## config.mk

```make
export PLATFORM = sky130hd
export DESIGN_NAME = opreg_unit
export DESIGN_NICKNAME = d
export VERILOG_FILES = /design/src/rtl/opreg_pkg.sv /design/src/rtl/opreg_decoder.sv /design/src/rtl/opreg_wrap_ctr.sv /design/src/rtl/opreg_flags.sv /design/src/rtl/opreg_unit.sv
export SDC_FILE = /design/constraint.sdc
export NUM_CORES = 1
export LEC_CHECK = 0
export BUFFER_PORTS_ARGS = -buffer_cell sky130_fd_sc_hd__buf_4
export CAP_MARGIN = 15
export CORE_MARGIN = 2
export CORE_UTILIZATION = 53
export DETAILED_ROUTE_END_ITERATION = 16
export GPL_ROUTABILITY_DRIVEN = 0
export PLACE_DENSITY = 0.8
export SETUP_SLACK_MARGIN = 0.02
export SYNTH_ARGS = -nofsm -noshare
export SYNTH_HDL_FRONTEND = slang
export SYNTH_SLANG_ARGS = --single-unit
export TNS_END_PERCENT = 100
```

## constraint.sdc

```tcl
create_clock -name clk -period 3.52 [get_ports clk]
set_input_delay 0.88 -clock clk [delete_from_list [all_inputs] [get_ports clk]]
set_output_delay 0.88 -clock clk [all_outputs]
set_load 0.05 [all_outputs]
```

## src/rtl/opreg_pkg.sv

```systemverilog
package opreg_pkg;

    localparam int OPW = 8;
    localparam int XW  = 7;
    localparam int AW  = 7;
    localparam int BKW = 2;

    typedef logic [2:0] sel_t;

    typedef struct packed {
        logic x_clr;
        logic x_inc;
        logic x_dec;
        logic y_clr;
        logic y_inc;
        logic y_dec;
        logic y_load;
        logic ac_clr;
        logic ac_inc;
        logic ac_dec;
        logic bank_inc;
        logic x8_tgl;
        logic mode_set;
        logic mode_clr;
        logic cur_set;
        logic cur_clr;
        logic vid_set;
        logic vid_clr;
    } ctl_t;

    function automatic logic first_enabled(logic [OPW-1:0] op);
        return op[3] && !op[7];
    endfunction

    function automatic logic second_enabled(logic [OPW-1:0] op);
        return op[2] && !op[7];
    endfunction

    function automatic logic io_enabled(logic [OPW-1:0] op);
        return (op & 8'h8F) == 8'h00;
    endfunction

    function automatic ctl_t first_table(sel_t s);
        ctl_t c = '0;
        case (s)
            3'd0: begin c.x_clr = 1'b1; c.y_clr = 1'b1; end
            3'd1: c.x8_tgl = 1'b1;
            3'd2: begin c.x_inc = 1'b1; c.y_dec = 1'b1; end
            3'd3: c.x_inc = 1'b1;
            3'd4: c.ac_clr = 1'b1;
            3'd5: c.mode_set = 1'b1;
            3'd6: c.x_clr = 1'b1;
            default: c.mode_clr = 1'b1;
        endcase
        return c;
    endfunction

    function automatic ctl_t second_table(sel_t s);
        ctl_t c = '0;
        case (s)
            3'd0: begin c.x_dec = 1'b1; c.y_dec = 1'b1; end
            3'd1, 3'd2: c.ac_inc = 1'b1;
            3'd3: c.y_inc = 1'b1;
            3'd4: c.y_dec = 1'b1;
            3'd5: c.bank_inc = 1'b1;
            3'd6: c.x_dec = 1'b1;
            default: c.ac_dec = 1'b1;
        endcase
        return c;
    endfunction

    function automatic ctl_t io_table(sel_t s);
        ctl_t c = '0;
        case (s)
            3'd0: c.cur_set = 1'b1;
            3'd1: c.vid_set = 1'b1;
            3'd2: c.y_load = 1'b1;
            3'd4: begin c.cur_clr = 1'b1; c.vid_clr = 1'b1; end
            3'd7: c.y_clr = 1'b1;
            default: c = '0;
        endcase
        return c;
    endfunction

endpackage

```

## src/rtl/opreg_decoder.sv

```systemverilog
module opreg_decoder
    import opreg_pkg::*;
(
    input  logic [OPW-1:0] opcode,
    input  logic           stb_first,
    input  logic           stb_second,
    input  logic           stb_io,
    output ctl_t           ctl,
    output logic           flag_req
);

    sel_t sel;
    assign sel = opcode[6:4];

    always_comb begin
        ctl = '0;
        if (stb_first) begin
            if (first_enabled(opcode)) ctl = first_table(sel);
        end else if (stb_second) begin
            if (second_enabled(opcode)) ctl = second_table(sel);
        end else if (stb_io) begin
            if (io_enabled(opcode)) ctl = io_table(sel);
        end
    end

    assign flag_req = stb_io && opcode[0] && !opcode[7];


    always_comb begin
        x_single_action_chk: assert ($onehot0({ctl.x_clr, ctl.x_inc, ctl.x_dec}));
    end

endmodule

```

## src/rtl/opreg_wrap_ctr.sv

```systemverilog
module opreg_wrap_ctr #(
    parameter int W = 7
) (
    input  logic         clk,
    input  logic         rst,
    input  logic         clr,
    input  logic         ld,
    input  logic [W-1:0] ld_val,
    input  logic         inc,
    input  logic         dec,
    output logic [W-1:0] q
);

    localparam logic [W-1:0] ONE = W'(1);

    always_ff @(posedge clk) begin
        if (rst)                q <= '0;
        else if (clr)           q <= '0;
        else if (ld)            q <= ld_val;
        else if (inc && !dec)   q <= q + ONE;
        else if (dec && !inc)   q <= q - ONE;
    end


    count_up_wrap_chk: assert property (@(posedge clk) disable iff (rst)
        (inc && !dec && !clr && !ld) |=> (q == $past(q) + ONE));


    count_down_wrap_chk: assert property (@(posedge clk) disable iff (rst)
        (dec && !inc && !clr && !ld) |=> (q == $past(q) - ONE));

endmodule

```

## src/rtl/opreg_flags.sv

```systemverilog
module opreg_flags
    import opreg_pkg::*;
(
    input  logic clk,
    input  logic rst,
    input  ctl_t ctl,
    output logic mode,
    output logic x8,
    output logic cursor,
    output logic video
);

    always_ff @(posedge clk) begin
        if (rst) begin
            mode   <= 1'b0;
            x8     <= 1'b0;
            cursor <= 1'b0;
            video  <= 1'b0;
        end else begin
            if (ctl.mode_set)      mode <= 1'b1;
            else if (ctl.mode_clr) mode <= 1'b0;
            if (ctl.x8_tgl)        x8 <= !x8;
            if (ctl.cur_set)       cursor <= 1'b1;
            else if (ctl.cur_clr)  cursor <= 1'b0;
            if (ctl.vid_set)       video <= 1'b1;
            else if (ctl.vid_clr)  video <= 1'b0;
        end
    end


    video_set_src_chk: assert property (@(posedge clk) disable iff (rst)
        $rose(video) |-> $past(ctl.vid_set));


    x8_toggle_chk: assert property (@(posedge clk) disable iff (rst)
        ctl.x8_tgl |=> (x8 != $past(x8)));

endmodule

```

## src/rtl/opreg_unit.sv

```systemverilog
module opreg_unit
    import opreg_pkg::*;
#(
    parameter int Y_W = 5
) (
    input  logic           clk,
    input  logic           rst,
    input  logic [7:0]     opcode,
    input  logic           stb_first,
    input  logic           stb_second,
    input  logic           stb_io,
    input  logic [7:0]     buf_data,
    input  logic           pc_bank_inc,
    output logic [6:0]     x_out,
    output logic [Y_W-1:0] y_out,
    output logic [6:0]     ac_out,
    output logic [1:0]     bank_out,
    output logic           mode_out,
    output logic           x8_out,
    output logic           cursor_out,
    output logic           video_out,
    output logic           flag_test_set
);

    ctl_t ctl;
    logic bank_step;

    opreg_decoder u_dec (
        .opcode     (opcode),
        .stb_first  (stb_first),
        .stb_second (stb_second),
        .stb_io     (stb_io),
        .ctl        (ctl),
        .flag_req   (flag_test_set)
    );

    opreg_wrap_ctr #(.W(XW)) u_x (
        .clk (clk), .rst (rst),
        .clr (ctl.x_clr), .ld (1'b0), .ld_val ('0),
        .inc (ctl.x_inc), .dec (ctl.x_dec),
        .q   (x_out)
    );

    opreg_wrap_ctr #(.W(Y_W)) u_y (
        .clk (clk), .rst (rst),
        .clr (ctl.y_clr), .ld (ctl.y_load), .ld_val (buf_data[Y_W-1:0]),
        .inc (ctl.y_inc), .dec (ctl.y_dec),
        .q   (y_out)
    );

    opreg_wrap_ctr #(.W(AW)) u_ac (
        .clk (clk), .rst (rst),
        .clr (ctl.ac_clr), .ld (1'b0), .ld_val ('0),
        .inc (ctl.ac_inc), .dec (ctl.ac_dec),
        .q   (ac_out)
    );

    assign bank_step = ctl.bank_inc || pc_bank_inc;

    opreg_wrap_ctr #(.W(BKW)) u_bank (
        .clk (clk), .rst (rst),
        .clr (1'b0), .ld (1'b0), .ld_val ('0),
        .inc (bank_step), .dec (1'b0),
        .q   (bank_out)
    );

    opreg_flags u_flags (
        .clk    (clk),
        .rst    (rst),
        .ctl    (ctl),
        .mode   (mode_out),
        .x8     (x8_out),
        .cursor (cursor_out),
        .video  (video_out)
    );


    bank_single_step_chk: assert property (@(posedge clk) disable iff (rst)
        (pc_bank_inc && stb_second && !stb_first && opcode == 8'h54)
        |=> (bank_out == $past(bank_out) + 2'd1));


    idle_hold_chk: assert property (@(posedge clk) disable iff (rst)
        (!stb_first && !stb_second && !stb_io && !pc_bank_inc)
        |=> ($stable(x_out) && $stable(y_out) && $stable(ac_out) && $stable(bank_out)
             && $stable(mode_out) && $stable(x8_out) && $stable(cursor_out)
             && $stable(video_out)));


    flag_req_chk: assert property (@(posedge clk) disable iff (rst)
        flag_test_set |-> (stb_io && !opcode[7]));


    reset_clear_chk: assert property (@(posedge clk)
        rst |=> (bank_out == 2'd0 && !video_out && x_out == 7'd0 && ac_out == 7'd0));

endmodule

```

======== Yosys cells after proc, flatten, opt, wreduce, memory -nomap -nowiden ========
Cells that the tools add are included.
operators by class
  $add $sub $neg .......................... 7
  equality and inequality tests ........... 7
  reductions and logical operators ........ 35
  muxes and demuxes ....................... 31
operator list
  kind                                                 count
  2-to-1 mux 18 bit                                    4
  2-to-1 mux 7 bit                                     4
  2-to-1 mux 1 bit                                     18
  2-to-1 mux 16 bit                                    1
  2-to-1 mux 15 bit                                    1
  2-to-1 mux 5 bit                                     3
  adder 7 x 1 -> 7 bit, second input constant          2
  OR reduction 2 bit                                   7
  subtractor 7 x 1 -> 7 bit, second input constant     2
  equality test 3 bit, second input constant           4
  logical AND 1 bit                                    10
  nonzero test 2 bit                                   5
  zero test 1 bit                                      8
  zero test 8 bit                                      1
  OR reduction 7 bit                                   1
  equality test 3 x 2 -> 1 bit, second input constant  2
  adder 5 x 1 -> 5 bit, second input constant          1
  subtractor 5 x 1 -> 5 bit, second input constant     1
  equality test 3 x 1 -> 1 bit, second input constant  1
  zero test 3 bit                                      1
  nonzero test 3 bit                                   1
  adder 2 x 1 -> 2 bit, second input constant          1
  logical OR 1 bit                                     1
storage, ports and cells
  output and inout bits ................... 26
  input bits .............................. 22
  register bits ........................... 25
  word-level logic and storage cells ...... 88

======== Longest topological paths before layout ========
Gate-level depths: netlist of the first run.
  word-level depth ........................ 11
  mapped depth ............................ 11
  gate-level depth less buffers ........... 10

======== By module ========
Synthesis of the first run repeated with hierarchy kept, for this count alone.
second synthesis, totals
  cell total of the unflattened synthesis .. 248
  area total of the unflattened synthesis .. 2,028.2 sq um
by module, submodules not included
  module                      instances  area each (sq um)  seq. area each (sq um)  cells an instance
  opreg_wrap_ctr at u_ac ...  2          549.3              140.1                   65
  opreg_wrap_ctr at u_y       1          400.4              100.1                   47
  opreg_decoder               1          250.2              0.0                     39
  opreg_flags                 1          137.6              80.1                    15
  opreg_wrap_ctr at u_bank    1          131.4              40.0                    15
  opreg_unit                  1          10.0               0.0                     2

======== Worst setup path after synthesis of the first run ========
OpenSTA, ideal clock, no wires.
  path kind ............................... input -> register
  start ................................... input opcode[7]
  end ..................................... register u_x.q[6]
  slack ................................... 0.498 ns
  arrival time ............................ 2.901 ns
  path buffers ............................ 0
  setup time .............................. 0.121 ns
  required time ........................... 3.399 ns
  stages on the path ...................... 9
  path through ............................ nand3b_1 > nor2_1 > nand2_1 > fa_1 > a211oi_1 > o21bai_1 > a21oi_1 > mux2i_1 > mux2_2
on the way
  longest elaborated chain between the ends .. 8
  elaborated cells between the ends (all ways) .. 14
  classes of those cells .................. mux: 5; reduce/logical: 9
RTL lines
  item                                                    line                              source
  start, declared                                         opreg_unit.sv:8                   input logic [7:0] opcode,
  zero test 1 bit (*)                                     opreg_pkg.sv:32, opreg_pkg.sv:36
  logical AND 1 bit                                       opreg_pkg.sv:36                   return op[2] && !op[7];
  2-to-1 mux 16 bit                                       opreg_decoder.sv:20               if (second_enabled(opcode)) ctl = second_table(sel);
  2-to-1 mux 18 bit                                       opreg_decoder.sv:19               end else if (stb_second) begin
  2-to-1 mux 18 bit (*)                                   opreg_decoder.sv:17               if (stb_first) begin
  zero test 1 bit                                         opreg_wrap_ctr.sv:20              else if (inc && !dec) q <= q + ONE;
  logical AND 1 bit                                       opreg_wrap_ctr.sv:20
  2-to-1 mux 7 bit or nonzero test 2 bit (tied branches)  n/a
  end signal, assigned                                    opreg_wrap_ctr.sv:19              else if (ld) q <= ld_val;
  end signal, assigned                                    opreg_wrap_ctr.sv:20
  end signal, assigned                                    opreg_wrap_ctr.sv:21              else if (dec && !inc) q <= q - ONE;
  end, declared                                           opreg_wrap_ctr.sv:11              output logic [W-1:0] q
Every way passes the cells marked *; elsewhere a longest branch is shown, timed or not.
A chain may end at the register's enable or synchronous reset.

======== Worst setup path after layout of the first run ========
  start ................................... input stb_first
  end ..................................... register u_ac.q[6]
on the way
  longest elaborated chain between the ends .. 4
  elaborated cells between the ends (all ways) .. 8
  classes of those cells .................. mux: 2; reduce/logical: 6
RTL lines
  item                                                    line                                        source
  start, declared                                         opreg_unit.sv:9                             input logic stb_first,
  2-to-1 mux 18 bit (*)                                   opreg_decoder.sv:17
  zero test 1 bit, on equally long branches               opreg_wrap_ctr.sv:20, opreg_wrap_ctr.sv:21
  logical AND 1 bit, on equally long branches             opreg_wrap_ctr.sv:20, opreg_wrap_ctr.sv:21
  2-to-1 mux 7 bit or nonzero test 2 bit (tied branches)  n/a
  end signal, assigned                                    opreg_wrap_ctr.sv:19
  end signal, assigned                                    opreg_wrap_ctr.sv:20
  end signal, assigned                                    opreg_wrap_ctr.sv:21
  end, declared                                           opreg_wrap_ctr.sv:11
Marks and branches as above.

==> qor.tcl, run 1 <==
set qor(synth.yosys.warnings) 0
set qor(ctsResizeCount) 0
set qor(worst_flop_to_flop_path_startpoint) {u_x.q[0]}
set qor(critical_path.endpoint_type) {flop}
set qor(synth_async_sr_flop_share) 0
set qor(setup-tns-final_ns) 0
set qor(period_needed_ns) 2.92
set qor(wl_per_cell_um) 12.9
set qor(largest_net_degree_at_the_start_of_global_routing) 16
set qor(static-leakage-power_nw) 1.02
set qor(vdd.ir_drop.worst_uv) 175
set qor(max_cap_viols) 0
set qor(first_global_vias) 1530
set qor(grt_setup_unrepaired) {no}
set qor(mappedNetlistArea_um2) 1830
set qor(hold_start) {u_x.q[5]}
set qor(post_synth_inst_count) 214
set qor(synth_top_cells_by_area) {sky130_fd_sc_hd__dfxtp_1, sky130_fd_sc_hd__ha_1, sky130_fd_sc_hd__mux2i_1, sky130_fd_sc_hd__nor2_1, sky130_fd_sc_hd__xnor2_1}
set qor(die-width_um) 62.8
set qor(final.fill_count) 305
set qor(antenna_found_initial) 0
set qor(post_synth_most_frequent_cells) {sky130_fd_sc_hd__nor2_1, sky130_fd_sc_hd__dfxtp_1, sky130_fd_sc_hd__ha_1, sky130_fd_sc_hd__mux2i_1, sky130_fd_sc_hd__a21oi_1}
set qor(grt_busiest_layer) {met2}
set qor(hpwlAfterDp_um) 3020
set qor(max_slew.worst_pin.slew_ns) 0.601
set qor(totalWireLength_um) 3920
set qor(synthDistinctLibCells) 51
set qor(use_met2) 0.337
set qor(detail-route-antenna-nets) 0
set qor(antennaDiodeCount) 0
set qor(post-cts-setup-buffers) 0
set qor(routed-via-count) 1711
set qor(fmax_mhz) 342
set qor(floorplan.rows) 21
set qor(synth-seq-area-share) 0.273
set qor(final-setup-viol-count) 0
set qor(firstDrtPassIters) 4
set qor(portBuffers) 44
set qor(max-slew-margin-rel) 0.597
set qor(placed_area_um2) 2220
set qor(cts.reportedPaths.clkPinSlew_ns) 0.14
set qor(layout_setup_ws_ns) 0.595
set qor(synthToLayoutAreaGrowth_pct) 22.6
set qor(first_pass_grt_wire_length_um) 6560
set qor(h_tree_depth) 1
set qor(place_ws_ns) 0.241
set qor(groute.layer.met3.usage) 0.0324
set qor(finClkSkew_ns) 0.00936
set qor(cellPowerDensity_nw_per_um2) 308
set qor(tritoncts) {built}
set qor(cts_num_sinks) 25
set qor(ctsLongestPathBuffers) 2
set qor(gr-usage-met1) 0.256
set qor(path_max_fanout) 7
set qor(final_max_slew_viol_count) 0
set qor(critPathLaunch) {stb_first}
set qor(floorplan.die.height_um) 62.8
set qor(synth_ff_type) {sky130_fd_sc_hd__dfxtp_1}
set qor(design.core.area_um2) 3340
set qor(hold_slack_ns) 0.509
set qor(vias_per_cell) 5.61
set qor(num_io_pins) 48
set qor(yosys_register_bits) 25
set qor(design.die.area_um2) 3950
set qor(worst_hold_path_type) {flop to flop}
set qor(final_hold_viol_count) 0
set qor(initial_utilization) 0.550
set qor(finish.instance_area_um2) 2250
set qor(netlist.area_leader.share) 0.273
set qor(drt_iter0_markers) 82
set qor(cts-hold-fix-buffers) 0
set qor(grtUsageTotal) 0.200
set qor(design.final.nets) 300
set qor(syn_area_per_cell_um2) 8.57
set qor(drc) 0
set qor(syn_nets) 254
set qor(layout-drive-gt1-share) 0.216
set qor(globalRoute.totalOverflow) 0
set qor(synth_most_common_cell) {sky130_fd_sc_hd__nor2_1}
set qor(synth_top_area_cell) {sky130_fd_sc_hd__dfxtp_1}
set qor(worst-endpoint-arrival_ns) 3.15
set qor(critical_path.startpoint_type) {input port}
set qor(path_class) {input port to flop}
set qor(postLayoutCoreUtil) 0.674
set qor(clk_latency_ns) 0.33
set qor(clock-root-buffer) {sky130_fd_sc_hd__clkbuf_4}
set qor(data_required_time_at_the_worst_endpoint_ns) 3.75
set qor(cts_made_buffers) 3
set qor(synth_edf_count) 0
set qor(period_share) 0.831
set qor(status) {complete, no violations}
path summary, 6_finish.rpt:
path	endpoint	slack, ns	depth (start not counted)
max	u_ac.q[6]	0.60	11
min	u_x.q[5]	0.51	2
max reg2reg	u_x.q[6]	1.45	6
min reg2reg	u_x.q[5]	0.51	2
routing by layer:
layer  wire, um  vias up
met5          0        -
met4         68        0
met3        138        7
met2       1860       28
met1       1850      797
li1           -      879
per-stage QoR:
| stage | std cells | power [W] |
|---|---|---|
| finish | 305 | 0.000693 |
| global route | 305 | 0.000740 |
| CTS | 305 | 0.000698 |
| detailed placement | 301 | 0.000564 |
| global placement | 301 | 0.000559 |
| floorplan | 214 | 0.000499 |
layout by cell type (no fill, tap or decap), drive strengths merged, types with 6 or more instances in the layout:
cell,Yosys,layout
a21o,6,6
inv,9,9
a21oi,11,11
xor2,6,6
nor3,9,9
xnor2,7,7
mux2i,12,12
ha,15,15
o21ai,8,8
a211oi,7,7
nand2,10,10
buf,3,48
dfxtp,25,25
nor2,28,28
layout make-up:
class                      instances  area [um2]  area share
sequential                        25         500       0.223
timing repair buffer              48         360       0.160
inverter                           9        33.8      0.0150
clock buffer                       4        26.3      0.0117
multi-input combinational        173        1270       0.565
tap                               46        57.6      0.0256
logic make-up after synthesis:
| family | Yosys count | synth area share |
|---|---|---|
| and+or+nand+nor | 79 | 0.231 |
| DFF | 25 | 0.273 |
| adders and majority gates | 18 | 0.135 |
| buffers and inverters | 16 | 0.0348 |
| muxes | 13 | 0.0716 |
| AOI/OAI and AO/OA | 50 | 0.193 |
| xor gates and xnor gates | 13 | 0.0621 |
power breakdown:
part | internal, W | total [W] | switching, W
sequential | 0.000298 | 0.000311 | 0.0000138
clock | 0.0000445 | 0.000135 | 0.0000904
combinational | 0.000105 | 0.000246 | 0.000142
registers in the layout (all words and copies together), names as in the netlist:
signal,cells
u_y.q,5
u_ac.q,7
u_x.q,7
u_bank.q,2
u_flags.video,1
u_flags.x8,1
u_flags.cursor,1
u_flags.mode,1
worst max-delay path, stage by stage:
cell and delay (ns):
sky130_fd_sc_hd__buf_4 0.12, sky130_fd_sc_hd__nand4bb_1 0.21, sky130_fd_sc_hd__nor3_1 0.20, sky130_fd_sc_hd__ha_1 0.25, sky130_fd_sc_hd__inv_1 0.17, sky130_fd_sc_hd__ha_1 0.25, sky130_fd_sc_hd__or4_1 0.47, sky130_fd_sc_hd__a311o_1 0.29
sky130_fd_sc_hd__o211ai_1 0.11, sky130_fd_sc_hd__xnor2_1 0.14, sky130_fd_sc_hd__nor2_1 0.06
Power figures use the tool's default switching activity.
==> inputs of run 2 (changes only) <==
--- a/config.mk
+++ b/config.mk
@@ -5,13 +5,14 @@
 export SDC_FILE = /design/constraint.sdc
 export NUM_CORES = 1
 export LEC_CHECK = 0
+export ABC_AREA = 1
 export BUFFER_PORTS_ARGS = -buffer_cell sky130_fd_sc_hd__buf_4
 export CAP_MARGIN = 15
 export CORE_MARGIN = 2
 export CORE_UTILIZATION = 53
 export DETAILED_ROUTE_END_ITERATION = 16
 export GPL_ROUTABILITY_DRIVEN = 0
-export PLACE_DENSITY = 0.8
+export PLACE_DENSITY = 0.79
 export SETUP_SLACK_MARGIN = 0.02
 export SYNTH_ARGS = -nofsm -noshare
 export SYNTH_HDL_FRONTEND = slang
==> constraint.sdc (replaced) <==
create_clock -name clk -period 3 [get_ports clk]
set_input_delay 0.75 -clock clk [delete_from_list [all_inputs] [get_ports clk]]
set_output_delay 0.75 -clock clk [all_outputs]
set_load 0.05 [all_outputs]
==> run 2 against run 1 <==
  * Power up 5.3%
  * Sequential power grew 14%
  * Highest routed layer unchanged
  * Register-to-register slack worse by 0.04 ns
  * Global-route usage up 1.6 points
  * Via count is 11% higher
  * Largest power group unchanged
  * Die area rose by 5.0%
  * Setup slack lost 0.10 ns
  * Combinational power is 15% lower
  * Sequential share of layout area decreased by 0.99 points
==> qor.tcl, run 2 <==
set qor(yosys_register_bits) 25
set qor(hpwlAfterDp_um) 3270
set qor(first_global_vias) 1807
set qor(ctsLongestPathBuffers) 2
set qor(hold_start) {u_flags.video}
set qor(design.core.area_um2) 3420
set qor(die-width_um) 64.4
set qor(cts-hold-fix-buffers) 0
set qor(static-leakage-power_nw) 1.22
set qor(worst_flop_to_flop_path_startpoint) {u_y.q[0]}
set qor(synth_ff_type) {sky130_fd_sc_hd__dfxtp_1}
set qor(antenna_found_initial) 0
set qor(initial_utilization) 0.566
set qor(num_io_pins) 48
set qor(syn_area_per_cell_um2) 6.73
set qor(globalRoute.totalOverflow) 0
set qor(max_cap_viols) 0
set qor(period_share) 0.836
set qor(worst-endpoint-arrival_ns) 2.77
set qor(critical_path.slowest_cell) {sky130_fd_sc_hd__ha_1}
set qor(critPathLaunch) {opcode[7]}
set qor(placed_area_um2) 2320
set qor(post_synth_most_frequent_cells) {sky130_fd_sc_hd__nand2_1, sky130_fd_sc_hd__inv_1, sky130_fd_sc_hd__nor2_1, sky130_fd_sc_hd__nand3_1, sky130_fd_sc_hd__dfxtp_1}
set qor(first_pass_grt_wire_length_um) 7350
set qor(path_cells) {buf_4 -> inv_2 -> nand2_1 -> nor2_4 -> o21a_1 -> ha_1 -> inv_1 -> ha_1 -> a21oi_1 -> or2_2 -> nand4_1 -> nand3_1 -> nand2_1 -> inv_1}
set qor(period_needed_ns) 2.51
set qor(worst_hold_path_type) {flop to flop}
set qor(setup-tns-final_ns) 0
set qor(synth_edf_count) 0
set qor(synthToLayoutAreaGrowth_pct) 21.8
set qor(ctsResizeCount) 0
set qor(wl_per_cell_um) 10.7
set qor(synthDistinctLibCells) 31
set qor(critical_path.startpoint_type) {input port}
set qor(dp.cells) 378
set qor(post_synth_inst_count) 287
set qor(critical_path.endpoint_type) {flop}
set qor(grt_setup_unrepaired) {no}
set qor(drc) 0
set qor(path_class) {input port to flop}
set qor(path_max_fanout) 7
set qor(synth-seq-area-share) 0.259
set qor(largestRegisters) {u_ac.q (7), u_x.q (7), u_y.q (5)}
set qor(layout_commonest_cell) {sky130_fd_sc_hd__nand2_1}
set qor(final-instance-count-excl-fill) 382
set qor(detail-route-antenna-nets) 0
set qor(synth_async_sr_flop_share) 0
set qor(layout_common_cells) {sky130_fd_sc_hd__nand2_1, sky130_fd_sc_hd__buf_4, sky130_fd_sc_hd__inv_1, sky130_fd_sc_hd__nor2_1, sky130_fd_sc_hd__nand3_1}
set qor(final_max_slew_viol_count) 0
set qor(vdd.ir_drop.worst_uv) 164
set qor(antennaDiodeCount) 0
set qor(layout_setup_ws_ns) 0.491
set qor(cts.reportedPaths.clkPinSlew_ns) 0.16
set qor(synth_top_area_cell) {sky130_fd_sc_hd__dfxtp_1}
set qor(final-setup-viol-count) 0
set qor(hold_slack_ns) 0.483
set qor(design.die.area_um2) 4140
set qor(status) {complete, no violations}
set qor(floorplan.die.height_um) 64.4
set qor(h_tree_depth) 1
set qor(synth_most_common_cell) {sky130_fd_sc_hd__nand2_1}
set qor(firstDrtPassIters) 4
set qor(floorplan.rows) 21
set qor(totalWireLength_um) 4100
set qor(final_hold_viol_count) 0
set qor(place_ws_ns) 0.124
set qor(grtUsageTotal) 0.216
set qor(cts_made_buffers) 3
set qor(netlist.area_leader.share) 0.259
set qor(mappedNetlistArea_um2) 1930
set qor(portBuffers) 44
set qor(max-slew-margin-rel) 0.719
set qor(max_slew.worst_pin.slew_ns) 0.421
set qor(post-cts-setup-buffers) 0
set qor(timing.reg2reg.worst_path_depth) 9
set qor(layout-drive-gt1-share) 0.211
set qor(hold_path_depth) 2
set qor(finish.instance_area_um2) 2350
set qor(data_required_time_at_the_worst_endpoint_ns) 3.26
set qor(largest_net_degree_at_the_start_of_global_routing) 16
set qor(drt_iter0_markers) 72
set qor(critical_path_s_largest_stage_delay_ns) 0.40
set qor(routed-via-count) 1906
set qor(tritoncts) {built}
set qor(finClkSkew_ns) 0.00877
set qor(design.final.nets) 377
set qor(clk_latency_ns) 0.34
set qor(synth.yosys.warnings) 0
set qor(synth_top_cells_by_area) {sky130_fd_sc_hd__dfxtp_1, sky130_fd_sc_hd__nand2_1, sky130_fd_sc_hd__ha_1, sky130_fd_sc_hd__nand3_1, sky130_fd_sc_hd__inv_1}
set qor(syn_nets) 327
set qor(fmax_mhz) 399
set qor(cts_num_sinks) 25
set qor(cellPowerDensity_nw_per_um2) 310
set qor(vias_per_cell) 4.99
set qor(clock-root-buffer) {sky130_fd_sc_hd__clkbuf_4}
[run 2: changes by cell type in the layout (fill, tap and decap cells not counted), moves of 8 or more]
cell	before	now
sky130_fd_sc_hd__nand3_1	3	26
sky130_fd_sc_hd__nor3_1	9	0
sky130_fd_sc_hd__a21oi_1	11	23
sky130_fd_sc_hd__nand2_1	10	69
sky130_fd_sc_hd__mux2i_1	12	0
sky130_fd_sc_hd__o21ai_0	3	11
sky130_fd_sc_hd__inv_1	8	34
[run 2: layout make-up]
class	instances	area, um2
Timing Repair Buffer	46	345
Inverter	39	146
Tap cell	46	57.6
Clock inverter	1	7.51
Multi-Input combinational cell	222	1270
Sequential cell	25	500
Clock buffer	3	22.5
Fill cell	312	1060
[run 2: power breakdown]
group / total, W / switching [W] / internal [W]
Sequential: 0.000354 / 0.0000101 / 0.000343
Combinational: 0.000209 / 0.000129 / 0.0000800
Clock: 0.000167 / 0.000116 / 0.0000512
[run 2: path summary, 6_finish.rpt]
check / end / slack, ns
max: u_ac.q[5] / 0.49
min: u_flags.video / 0.48
max reg2reg: u_y.q[4] / 1.41
min reg2reg: u_flags.video / 0.48
[run 2: through the flow]
step                      utilization  total power [W]
after floorplan                     -         0.000506
after global routing            0.689         0.000774
after CTS                       0.689         0.000735
after detailed placement        0.680         0.000569
after global placement          0.680         0.000566
final                           0.689         0.000729
[run 2: critical path, delay by kind of cell]
family / cells / cell delay, ns
adder cells (fa/ha/maj): 2 / 0.58
AO/OA/AOI/OAI: 2 / 0.28
buffers and inverters: 4 / 0.39
AND/OR/NAND/NOR: 6 / 0.76
[run 2: logic make-up after synthesis]
family / Yosys count / share of synthesized area
and+or+nand+nor: 153 / 0.366
buffers and inverters: 40 / 0.0816
DFF: 25 / 0.259
xor gates and xnor gates: 8 / 0.0363
AOI/OAI and AO/OA: 43 / 0.129
adders and majority gates: 18 / 0.128
[run 2: per-layer routing]
layer	global-route usage	part of all wire	wire length [um]	vias up
li1	-	-	-	1027
met1	0.277	0.48	1970	825
met2	0.384	0.47	1920	47
met3	0.0211	0.038	157	7
met4	0.0559	0.012	48	0
met5	0	0	0	-
